===== src/rtl/lane_deskew_pkg.sv =====
package lane_deskew_pkg;
  typedef enum logic [2:0] {
    ST_OFF        = 3'd0,
    ST_WAIT_LOCK  = 3'd1,
    ST_CAL        = 3'd2,
    ST_RUN        = 3'd3,
    ST_RECAL_HOLD = 3'd4
  } seq_state_e;
endpackage


===== src/rtl/lds_low_filter.sv =====
// Measures how long the control input has been low; saturates one above the ignore limit.
module lds_low_filter #(
  parameter int MIN_LOW = 4
) (
  input  logic clk_i,
  input  logic rst_ni,
  input  logic ctl_i,
  output logic long_low_o
);
  localparam int SAT = MIN_LOW + 1;
  localparam int LW  = $clog2(SAT + 1);
  localparam logic [LW-1:0] SAT_V = LW'(SAT);

  logic [LW-1:0] low_cnt_q;

  always_ff @(posedge clk_i or negedge rst_ni) begin
    if (!rst_ni)              low_cnt_q <= '0;
    else if (ctl_i)           low_cnt_q <= '0;
    else if (low_cnt_q != SAT_V) low_cnt_q <= low_cnt_q + 1'b1;
  end

  assign long_low_o = (low_cnt_q == SAT_V);
endmodule


===== src/rtl/lds_cal_timer.sv =====
// Counts cycles spent in the calibration window.
module lds_cal_timer #(
  parameter int CAL_CYCLES = 4096
) (
  input  logic clk_i,
  input  logic rst_ni,
  input  logic run_i,
  output logic done_o
);
  localparam int CW = (CAL_CYCLES > 1) ? $clog2(CAL_CYCLES) : 1;
  localparam logic [CW-1:0] LAST = CW'(CAL_CYCLES - 1);

  logic [CW-1:0] cnt_q;

  always_ff @(posedge clk_i or negedge rst_ni) begin
    if (!rst_ni)           cnt_q <= '0;
    else if (!run_i)       cnt_q <= '0;
    else if (cnt_q != LAST) cnt_q <= cnt_q + 1'b1;
  end

  assign done_o = run_i && (cnt_q == LAST);
endmodule


===== src/rtl/lds_activity_mon.sv =====
// Flags a calibration cycle in which no input bit changed.
module lds_activity_mon #(
  parameter int DW = 16
) (
  input  logic          clk_i,
  input  logic          rst_ni,
  input  logic [DW-1:0] data_i,
  input  logic          watch_i,
  input  logic          clear_i,
  output logic          flag_o
);
  logic [DW-1:0] prev_q;
  logic [DW-1:0] same;
  logic          flag_q;

  for (genvar b = 0; b < DW; b++) begin : g_bit
    assign same[b] = (data_i[b] == prev_q[b]);
  end

  always_ff @(posedge clk_i or negedge rst_ni) begin
    if (!rst_ni) begin
      prev_q <= '0;
      flag_q <= 1'b0;
    end else begin
      prev_q <= data_i;
      if (clear_i)               flag_q <= 1'b0;
      else if (watch_i && &same) flag_q <= 1'b1;
    end
  end

  assign flag_o = flag_q;
endmodule


===== src/rtl/lds_out_stage.sv =====
// Output register: passes the word only when loading, zero otherwise.
module lds_out_stage #(
  parameter int DW = 16
) (
  input  logic          clk_i,
  input  logic          rst_ni,
  input  logic          load_i,
  input  logic [DW-1:0] data_i,
  output logic [DW-1:0] data_o,
  output logic          valid_o
);
  always_ff @(posedge clk_i or negedge rst_ni) begin
    if (!rst_ni) begin
      data_o  <= '0;
      valid_o <= 1'b0;
    end else if (load_i) begin
      data_o  <= data_i;
      valid_o <= 1'b1;
    end else begin
      data_o  <= '0;
      valid_o <= 1'b0;
    end
  end
endmodule


===== src/rtl/lane_deskew_seq.sv =====
module lane_deskew_seq
  import lane_deskew_pkg::*;
#(
  parameter int DW         = 16,
  parameter int CAL_CYCLES = 4096,
  parameter int MIN_LOW    = 4
) (
  input  logic          clk_i,
  input  logic          rst_ni,
  input  logic          pwr_en_i,
  input  logic          pll_lock_i,
  input  logic          dsk_ctl_i,
  input  logic [DW-1:0] rx_data_i,
  output logic [DW-1:0] out_data_o,
  output logic          out_valid_o,
  output logic          cal_en_o,
  output logic          no_activity_o
);
  seq_state_e state_q, state_d;
  logic long_low, win_done, win_start;

  lds_low_filter #(.MIN_LOW(MIN_LOW)) u_filt (
    .clk_i(clk_i), .rst_ni(rst_ni), .ctl_i(dsk_ctl_i), .long_low_o(long_low)
  );

  lds_cal_timer #(.CAL_CYCLES(CAL_CYCLES)) u_timer (
    .clk_i(clk_i), .rst_ni(rst_ni), .run_i(state_q == ST_CAL), .done_o(win_done)
  );

  // Next state: power first, then lock, then the per-state rules.
  always_comb begin
    state_d = state_q;
    if (!pwr_en_i) begin
      state_d = ST_OFF;
    end else if (!pll_lock_i) begin
      state_d = ST_WAIT_LOCK;
    end else begin
      unique case (state_q)
        ST_OFF:        state_d = ST_WAIT_LOCK;
        ST_WAIT_LOCK:  state_d = ST_CAL;
        ST_CAL:        state_d = long_low ? ST_RECAL_HOLD : (win_done ? ST_RUN : ST_CAL);
        ST_RUN:        state_d = long_low ? ST_RECAL_HOLD : ST_RUN;
        ST_RECAL_HOLD: state_d = dsk_ctl_i ? ST_CAL : ST_RECAL_HOLD;
        default:       state_d = ST_OFF;
      endcase
    end
  end

  always_ff @(posedge clk_i or negedge rst_ni) begin
    if (!rst_ni) state_q <= ST_OFF;
    else         state_q <= state_d;
  end

  assign win_start = (state_d == ST_CAL) && (state_q != ST_CAL);
  assign cal_en_o  = (state_q == ST_CAL) || (state_q == ST_RECAL_HOLD);

  lds_activity_mon #(.DW(DW)) u_act (
    .clk_i(clk_i), .rst_ni(rst_ni), .data_i(rx_data_i),
    .watch_i(state_q == ST_CAL), .clear_i(win_start), .flag_o(no_activity_o)
  );

  lds_out_stage #(.DW(DW)) u_out (
    .clk_i(clk_i), .rst_ni(rst_ni), .load_i(state_d == ST_RUN),
    .data_i(rx_data_i), .data_o(out_data_o), .valid_o(out_valid_o)
  );
endmodule


===== config.mk =====
export PLATFORM = sky130hd
export DESIGN_NAME = lane_deskew_seq
export DESIGN_NICKNAME = d
export VERILOG_FILES = /design/src/rtl/lane_deskew_pkg.sv /design/src/rtl/lds_low_filter.sv /design/src/rtl/lds_cal_timer.sv /design/src/rtl/lds_activity_mon.sv /design/src/rtl/lds_out_stage.sv /design/src/rtl/lane_deskew_seq.sv
export SDC_FILE = /design/constraint.sdc
export NUM_CORES = 1
export LEC_CHECK = 0
export ABC_AREA = 1
export BUFFER_PORTS_ARGS = -buffer_cell sky130_fd_sc_hd__buf_4
export CAP_MARGIN = 20
export CORE_MARGIN = 4
export CORE_UTILIZATION = 33
export DETAILED_ROUTE_END_ITERATION = 8
export SLEW_MARGIN = 20
export SYNTH_ARGS = -nofsm -noshare
export SYNTH_HDL_FRONTEND = slang
export SYNTH_SLANG_ARGS = --single-unit

===== constraint.sdc =====
create_clock -name clk_i -period 4.05 [get_ports clk_i]
set_clock_uncertainty 0.2 [all_clocks]
set_input_delay 0.2025 -clock clk_i [delete_from_list [all_inputs] [get_ports clk_i]]
set_output_delay 0.2025 -clock clk_i [all_outputs]
set_load 0.05 [all_outputs]

==> Implementation_results.wiki <==
{| class="wikitable"
! Metric !! Value
|-
| Crit. Startpoint || u_filt.low_cnt_q[0]
|-
| Share of the clock period used by the worst path || 46.4%
|-
| Count of endpoints failing hold in the final timing report || 0
|-
| Post-synthesis to final-layout area growth || 29.5%
|-
| Number of design-rule violations left by the first detailed-router iteration || between 50 and 60
|-
| Pwr dens || approximately 330 nW/um2
|-
| Final WL || 4330 um
|-
| Cell count after placement || around 360
|-
| WS Path Type || flip-flop to flip-flop
|-
| Crit-path slowest cell || sky130_fd_sc_hd__dfrtp_1
|-
| Maximum number of pins on one net before global-route repair || between 50 and 60
|-
| GRT busiest layer || met2
|-
| Number of sinks handled by clock tree synthesis || between 50 and 60
|-
| Arrival @ worst endpoint || 1.91 ns
|-
| Post-DP HPWL || about 3000 um
|-
| Commonest cells in the synthesized netlist || sky130_fd_sc_hd__dfrtp_1 (52), sky130_fd_sc_hd__inv_1 (30), sky130_fd_sc_hd__nand2_1 (30), sky130_fd_sc_hd__nor2_1 (21)
|-
| Number of standard cells in the layout, taps in and fillers out || 389
|-
| Overall fraction of global-route tracks in use || 11.3%
|-
| Outcome || finished, final reports clean
|-
| Netlist Area Pre-Place || approximately 2300 um2
|-
| Buffers inserted by post-CTS timing repair || 0
|-
| Worst rel slew slack || 56.6%
|-
| Die Outline Area || 8450 um2
|-
| Placed inst area || about 2700 um2
|-
| Met2 Resource Use GR || ~20%
|-
| Cells after Synth || approximately 230
|-
| Cells along the critical path || ha_1, nand2_4, inv_1, nor2_1, nand3_2, nand3_2, nand2_2, inv_2, nand2_4, nor2_1
|-
| Residual DRC || 0
|-
| Clock-pin slew on the worst setup and hold paths || about 0.090 ns
|-
| Peak supply drop || 0.224 mV
|-
| Average wire per cell in the routed design || 11.1 um
|-
| Vias post-DR || between 1500 and 2000
|-
| Biggest cell delay along the critical path || 0.43 ns
|-
| Slew at the pin closest to its max-slew limit || 0.651 ns
|-
| Portion of the post-synthesis area used by sequential elements || ~56%
|-
| Static Leakage || around 1.5 nW
|-
| Fraction of post-synthesis cell area in the top cell type by area || between 50% and 60%
|-
| I/O pin count || 40
|-
| TritonCTS clock tree || built
|-
| EDFF count, synth || 0
|-
| Met3 usage || 3.53%
|-
| Via count of the first global-routing pass || between 1500 and 2000
|-
| Count of nets left with antenna violations after detail routing || 0
|-
| Post-synthesis async set-or-reset flop share || 100%
|-
| Cell chosen for the clock root || sky130_fd_sc_hd__clkbuf_8
|-
| Initial antenna violation count || 0
|-
| Synthesis-stage register bit count || 52
|-
| Met1 usage || between 10 and 15%
|-
| First-pass GRT wire length || 7940 um
|-
| Sum Neg Setup Slack || 0 ns
|-
| Nature of the critical path endpoint || flip-flop
|-
| Cells taking the most area after synthesis || sky130_fd_sc_hd__dfrtp_1 (56%), sky130_fd_sc_hd__xnor2_1 (4.9%), sky130_fd_sc_hd__inv_1 (4.8%)
|-
| Overflow left after global routing || 0
|-
| Post-route cell area || around 3000 um2
|-
| Synth cell types || 27
|-
| Peak clock frequency supported by timing || between 500 and 600 MHz
|-
| Vias per Instance || roughly 4.3
|-
| Shortest clock period the worst path allows after layout || 1.88 ns
|-
| H-tree levels || 2
|-
| Synthesized Nets || roughly 250
|-
| Avg Cell Area, Syn || around 10 um2
|-
| Final total power || roughly 0.0010 W
|-
| Hold Startpoint || pll_lock_i
|-
| Setup repair after global routing missed its margin || false
|-
| Worst Path Max Fanout || 17
|-
| Antenna diode instance count || 0
|-
| Type of element launching the critical path || flip-flop
|-
| Hold Crit Class || input pin to flip-flop
|-
| Count of final setup violators || 0
|-
| Site row count || 30
|-
| Required time of the critical path || 4.08 ns
|-
| Core Box Area || between 6000 and 7000 um2
|-
| Flip-flop cell with the highest count after synthesis || sky130_fd_sc_hd__dfrtp_1
|-
| Maximum capacitance violations || 0
|-
| Total Nets Final || roughly 320
|-
| Overall die height || between 90 and 100 um
|-
| Worst-skew pair later-pin latency || between 0.2 and 0.3 ns
|-
| Die X-Extent || about 92 um
|-
| Ys Warns || 0
|-
| Origin of the critical flop-to-flop path || u_filt.low_cnt_q[0]
|-
| Fraction of layout cells with a size suffix above 1 || 26.3%
|-
| Cell with the most instances after synthesis || sky130_fd_sc_hd__dfrtp_1
|-
| Fin. max-slew vios || 0
|-
| Initial Utilization || between 30% and 40%
|-
| Maximum clock path buffer count || 2
|-
| CTS Buf Count || 5
|-
| GP Congestion || between 0.8 and 0.9
|-
| PortBufs || 39
|-
| Number of iterations in the first detailed-routing pass || 4
|-
| Post-synthesis cell type with the largest combined area || sky130_fd_sc_hd__dfrtp_1
|}
-- cell usage in the layout (no fill, tap or decap), drive strengths merged, types with 2 or more instances in the layout --
cell type    Yosys  layout
xor2             6       6
inv             38      38
o21ai            8       8
clkbuf           0       6
buf              2      39
or2              2       2
a21oi            5       5
dlygate4sd3      0      19
xnor2           13      13
dfrtp           52      52
nor3             6       6
nor2            31      31
nand4            5       5
nand2           35      35
ha               3       3
a31oi            3       3
nand3           17      17
-- final timing paths --
check | endpoint | slack (ns) | cells after the start
worst max-delay path | u_out.data_o[15] | 2.17 | 10
worst min-delay path | state_q[0] | 0.02 | 4
worst max register to register | u_out.data_o[15] | 2.17 | 10
worst min register to register | u_timer.cnt_q[8] | 0.31 | 1
max in group asynchronous | u_timer.cnt_q[4] | 2.94 | 2
min in group asynchronous | u_out.data_o[12] | 0.27 | 2
-- repair_timing --
action | in CTS | in global routing
hold endpoints to repair | 89 | 0
resized for setup | 0 | 0
hold buffers | 19 | 0
-- through the flow --
step	hold WS [ns]	util (%)	setup slack [ns]
2_1_floorplan	-0.293	-	2.37
3_3_place_gp	0.0769	39.7	2.21
3_5_place_dp	0.0761	39.7	2.15
4_1_cts	0.0101	44.1	2.13
5_1_grt	0.0316	44.1	1.99
6_report	0.0212	44.1	2.17
-- power by group --
part           total, W  internal [W]  switching (W)
clock network  0.000346      0.000184       0.000163
logic          0.000115     0.0000521      0.0000629
registers      0.000545      0.000535     0.00000984
total           0.00101      0.000771       0.000235
-- final cells by class --
| cell class | instances | area, um2 |
|---|---|---|
| Inverter | 38 | 143 |
| Clock buffer | 6 | 72.6 |
| Fill cell | 675 | 3820 |
| Clock inverter | 2 | 35.0 |
| Multi-Input combinational cell | 137 | 856 |
| Timing Repair Buffer | 58 | 483 |
| Sequential cell | 52 | 1300 |
| Tap cell | 96 | 120 |
-- registers in the layout, summed over array words and instances, names as in the netlist --
signal	count
u_act.prev_q	16
u_out.data_o	16
u_timer.cnt_q	12
state_q	3
u_out.valid_o	1
u_act.flag_o	1
u_filt.low_cnt_q	3
-- kinds of logic (layout without fill, tap and decap cells) --
kind of cell | count (synthesis) | count (layout) | share of synthesized area [%]
AND/OR/NAND/NOR | 96 | 96 | 23.4
AO/OA/AOI/OAI | 19 | 19 | 4.68
flip-flops | 52 | 52 | 56.0
XOR/XNOR | 19 | 19 | 7.16
adder cells (fa/ha/maj) | 3 | 3 | 1.61
buffers and inverters | 40 | 104 | 7.21
-- worst max-delay path, delay by kind of cell, from the launching register on --
family	cells	cell delay, ns
fa+ha+maj	1	0.25
buf+inv	2	0.12
flops	1	0.43
simple gates	7	0.82
-- per-layer routing --
metal / vias up / wire (um)
li1: 839 / -
met1: 784 / 1850
met2: 28 / 2210
met3: 5 / 218
met4: 0 / 51
met5: - / 0
Power figures use the tool's default switching activity.
